`config.mk`:
```
export PLATFORM = sky130hd
export DESIGN_NAME = pdreq_gen
export DESIGN_NICKNAME = d
export VERILOG_FILES = /design/src/rtl/pdr_pkg.sv /design/src/rtl/pdr_sync.sv /design/src/rtl/pdr_idle.sv /design/src/rtl/pdr_filter.sv /design/src/rtl/pdreq_gen.sv
export SDC_FILE = /design/constraint.sdc
export NUM_CORES = 1
export LEC_CHECK = 0
export ABC_AREA = 1
export BUFFER_PORTS_ARGS = -buffer_cell sky130_fd_sc_hd__buf_4
export CORE_UTILIZATION = 45
export CTS_BUF_LIST = sky130_fd_sc_hd__clkbuf_4 sky130_fd_sc_hd__clkbuf_8 sky130_fd_sc_hd__clkbuf_16
export DETAILED_ROUTE_END_ITERATION = 16
export PLACE_DENSITY = 0.66
export SLEW_MARGIN = 30
export SYNTH_ARGS = -nofsm -noshare
export SYNTH_HDL_FRONTEND = slang
export SYNTH_SLANG_ARGS = --single-unit
```
`constraint.sdc`:
```
create_clock -name clk -period 1.2 [get_ports clk]
set_input_delay 0.12 -clock clk [delete_from_list [all_inputs] [get_ports clk]]
set_output_delay 0.12 -clock clk [all_outputs]
set_load 0.02 [all_outputs]
```
`src/rtl/pdr_pkg.sv`:
```
package pdr_pkg;
  localparam int NPIN = 2;
  localparam int SEL_W = 2;

  // Stability period for a select code; code 0 means no filtering
  function automatic int unsigned period_of(input logic [SEL_W-1:0] sel,
                                            input int unsigned lg1,
                                            input int unsigned lg2,
                                            input int unsigned lg3);
    case (sel)
      2'd1: return 32'd1 << lg1;
      2'd2: return 32'd1 << lg2;
      2'd3: return 32'd1 << lg3;
      default: return 32'd0;
    endcase
  endfunction
endpackage

```
`src/rtl/pdr_sync.sv`:
```
module pdr_sync #(
  parameter int W = 2,
  parameter int STAGES = 2
) (
  input  logic         clk,
  input  logic         rst,
  input  logic [W-1:0] d,
  output logic [W-1:0] q
);
  logic [STAGES-1:0][W-1:0] chain;

  always_ff @(posedge clk) begin
    if (rst) begin
      chain <= '0;
    end else begin
      chain[0] <= d;
      for (int i = 1; i < STAGES; i++) chain[i] <= chain[i-1];
    end
  end

  assign q = chain[STAGES-1];
endmodule

```
`src/rtl/pdr_idle.sv`:
```
module pdr_idle #(
  parameter int W = 2
) (
  input  logic [W-1:0] lvl,
  input  logic [W-1:0] en,
  input  logic [W-1:0] pol,
  output logic         all_idle
);
  logic [W-1:0] ok;

  // A disabled pin never blocks; an enabled pin is fine when away from its interrupt level
  for (genvar g = 0; g < W; g++) begin : g_pin
    assign ok[g] = ~en[g] | (lvl[g] ^ pol[g]);
  end

  assign all_idle = (|en) & (&ok);
endmodule

```
`src/rtl/pdr_filter.sv`:
```
module pdr_filter #(
  parameter int LOG_P1 = 4,
  parameter int LOG_P2 = 8,
  parameter int LOG_P3 = 12,
  localparam int CW = LOG_P3 + 1
) (
  input  logic       clk,
  input  logic       rst,
  input  logic       all_idle,
  input  logic [1:0] sel,
  output logic       stable
);
  import pdr_pkg::*;

  localparam logic [CW-1:0] CMAX = CW'(1) << LOG_P3;

  logic [CW-1:0] cnt;
  logic [CW-1:0] need;

  always_comb begin
    need = CW'(period_of(sel, LOG_P1, LOG_P2, LOG_P3));
  end

  // Any break of the idle condition restarts the count; saturates at the longest period
  always_ff @(posedge clk) begin
    if (rst || !all_idle) cnt <= '0;
    else if (cnt != CMAX) cnt <= cnt + 1'b1;
  end

  assign stable = all_idle && (cnt >= need);
endmodule

```
`src/rtl/pdreq_gen.sv`:
```
module pdreq_gen #(
  parameter int SYNC_STAGES = 2,
  parameter int LOG_P1 = 4,
  parameter int LOG_P2 = 8,
  parameter int LOG_P3 = 12
) (
  input  logic       clk,
  input  logic       rst,
  input  logic [1:0] pin_in,
  input  logic [1:0] pin_en,
  input  logic [1:0] irq_pol,
  input  logic [1:0] filt_sel,
  input  logic       req_clr,
  output logic       pd_req
);
  import pdr_pkg::*;

  logic [NPIN-1:0] pin_s;
  logic            all_idle;
  logic            stable;
  logic            consumed;

  pdr_sync #(.W(NPIN), .STAGES(SYNC_STAGES)) u_sync (
    .clk(clk), .rst(rst), .d(pin_in), .q(pin_s)
  );

  pdr_idle #(.W(NPIN)) u_idle (
    .lvl(pin_s), .en(pin_en), .pol(irq_pol), .all_idle(all_idle)
  );

  pdr_filter #(.LOG_P1(LOG_P1), .LOG_P2(LOG_P2), .LOG_P3(LOG_P3)) u_filt (
    .clk(clk), .rst(rst), .all_idle(all_idle), .sel(filt_sel), .stable(stable)
  );

  // A clear consumes the current idle episode until the pins leave idle
  always_ff @(posedge clk) begin
    if (rst || !all_idle) consumed <= 1'b0;
    else if (req_clr) consumed <= 1'b1;
  end

  always_ff @(posedge clk) begin
    if (rst) pd_req <= 1'b0;
    else pd_req <= stable && !consumed && !req_clr;
  end
endmodule

```
==> impl_results.md <==
* Status: finished, violations left
* Violated checks: negative setup slack
* Synthesized netlist cell count at around 170
* Layout cell share with drive strength beyond 1 at between 30% and 40%
* Total grt overflow at 0
* Root Buffer: clkbuf_4
* Final Hold Viols at 0
* Vias in the first global route at roughly 1100
* Final worst setup slack at -0.00974 ns
* Max-cap violation count at 0
* Die height at 51.7 um
* Highest-count cells in the layout ignoring fill and taps: nand2_1 (36), nor2_1 (30), inv_1 (21), buf_4 (21), nand3_1 (11)
* Final net count at about 210
* Clk slew on worst S/H paths at approximately 0.12 ns
* Initial antenna violation count at 0
* CTS tree: yes
* # Post-CTS Setup Buffers at 0
* Power consumption at between 1 and 1.5 mW
* Flops & latches, synth at 19
* Post-DP Area at ~0.0013 mm2
* Most common cell after layout, fill and taps aside: nand2_1
* Pin count of the biggest net entering global routing at 12
* Post-Syn Nets at between 150 and 200
* Final instance area at 0.00145 mm2
* Post-route ant nets at 0
* Critical path's most frequent cell: nor3_1
* Crit. End Element: register
* Die area at approximately 0.0027 mm2
* Distinct cells, synth at 21
* Crit path max-delay cell type: dfxtp_4
* Sequential fraction of the synthesis area at 34.3%
* Buffers plus inverters on the worst setup path at 1
* Hold Path Class: in -> reg
* Worst Path Class, Setup: reg -> reg
* Synth Warn # at 0
* First-pass GRT wire length at between 4 and 5 mm
* Total GRT Usage at around 23%
* Via-to-Cell Ratio at a little over 5
* Core area at 0.00228 mm2
* RSZ-0062 raised after global routing: true
* Worst Clk Skew at 0.00706 ns
* Initial DRC count at 28
* Fill cell count at 204
* Critical Path Fanout Max at 3
* Hold path startpoint: pin_in[0]
* GP Congestion at approximately 0.9
* Worst VDD drop at 0.731 mV
* Antenna cells at 0
* Fmax achieved at just over 800 MHz
* WL final at between 2 and 3 mm
* Initial Utilization at about half
* Hpwl dp at 1.94 mm
* WL per Instance at around 12 um
* Arrival @ worst endpoint at 1.41 ns
* Critical path origin: u_filt.cnt[1]$_SDFFE_PP0P_
* CP peak stage delay at 0.38 ns
* Hold WS at 0.000289 ns
* Sink Count at 19
* Clock Latency Late Sink at between 0.3 and 0.4 ns
* Setup Viol. Count Final at 2
* Post-synth design cell area at 0.00111 mm2
* Area delta synth->final at 30.6%
* Die width at 51.7 um
* Dpl ws at -0.0456 ns
* Crit path launch type: register
* Port bufs at 11
* Via count at roughly 1100
* Io pins at 12
* DR pass1 iterations at 4
* PwrDens at just under 800 mW/mm2
* Lkg Pwr at around 0.68 nW
* Crit share post-route at 101%
* Required time worst endpoint at 1.40 ns
* CP top delay family: simple AND/OR/NAND/NOR gates
* Final min period at 1.21 ns
* Worst-Margin Slew at between 0.2 and 0.3 ns
* Fin. max-slew vios at 0
* Syn_area_per_cell at about 6.5 um2
* Critical path cell sequence: inv_1 > ha_2 > nand2_2 > nor3_1 > nor3_1
* CTS buffer count at 3
* # DRC at 0
* Critical R2R Launch: u_filt.cnt[1]$_SDFFE_PP0P_
* Final Util at a little under two thirds
* CTS HTree Levels at 1
* # rows at 17
* CTS max path bufs at 2
* Slew headroom at around 80%
[cell usage after synthesis (all sizes together)]
master | n | area, um2
nand2 | 39 | 154
nor2 | 38 | 161
inv | 28 | 105
dfxtp | 19 | 380
nand3 | 13 | 65.1
a21oi | 7 | 35.0
nand4 | 7 | 43.8
nor3 | 7 | 40.0
ha | 5 | 62.6
nand3b | 2 | 18.8
xor2 | 2 | 17.5
a21o | 1 | 7.51
buf | 1 | 5.00
o21ai | 1 | 5.00
xnor2 | 1 | 8.76
[metal layers]
| layer | up-vias | global-route usage [%] | part of all wire [%] |
|---|---|---|---|
| li1 | 590 | - | - |
| met1 | 516 | 28.0 | 47 |
| met2 | 21 | 38.7 | 48 |
| met3 | 7 | 4.09 | 3.4 |
| met4 | 0 | 11.3 | 2.2 |
| met5 | - | 0 | 0 |
[final timing paths]
kind / end / slack, ns / cells after the start
setup / recovery: u_filt.cnt[2]$_SDFFE_PP0P_ / -0.01 / 5
hold / removal: u_sync.chain[0]$_SDFF_PP0_ / 0.0003 / 3
setup reg to reg: u_filt.cnt[2]$_SDFFE_PP0P_ / -0.01 / 5
hold reg to reg: u_sync.q[0]$_SDFF_PP0_ / 0.41 / 2
[through the flow]
step,std cells,setup TNS (ns)
after floorplan,171,0
after global placement,219,-0.00542
after detailed placement,219,-0.0479
after CTS,224,0
after global routing,224,-0.176
final,224,-0.0161
[registers in the layout, summed over array words and instances (netlist names)]
name / cells
u_filt.cnt: 13
u_sync.chain: 2
u_sync.q: 2
consumed: 1
pd_req: 1
[timing repair]
| item | in CTS | in global routing |
|---|---|---|
| endpoints found under the hold margin | 4 | 0 |
| hold buffers | 1 | 0 |
| pin swaps | 0 | 9 |
| resized for setup | 11 | 26 |
| setup endpoints to repair | 3 | 11 |
[report_power, final]
part | internal (mW) | total, mW | leakage, nW | switching (mW)
clock network | 0.125 | 0.338 | 0.0177 | 0.214
registers | 0.642 | 0.651 | 0.159 | 0.00851
logic | 0.0690 | 0.143 | 0.508 | 0.0743
total | 0.836 | 1.13 | 0.685 | 0.297
[cells by family (layout without fill, tap and decap cells)]
kind of cell,after synthesis,count (layout),share of synthesized area [%]
and+or+nand+nor,106,106,43.5
buffers and inverters,29,54,9.92
DFF,19,19,34.3
AOI/OAI and AO/OA,9,9,4.28
adders and majority gates,5,5,5.64
xor gates and xnor gates,3,3,2.37
[cell type report]
cell class	count	area, um2	share of cell area (%)
clock inverters	1	5.00	0.345
flip-flops and latches	19	397	27.4
well taps	28	35.0	2.42
clock buffers	3	22.5	1.55
inverters	28	105	7.25
repair buffers	22	168	11.6
multi-input cells	123	717	49.5
[worst register-to-register path: cells and delay by family, from the launching register on]
family                   cells  cell delay [ns]
AND/OR/NAND/NOR              3             0.45
flip-flops                   1             0.38
adder cells (fa/ha/maj)      1             0.19
buffers and inverters        1             0.08
(Power assumes the default switching activity.)
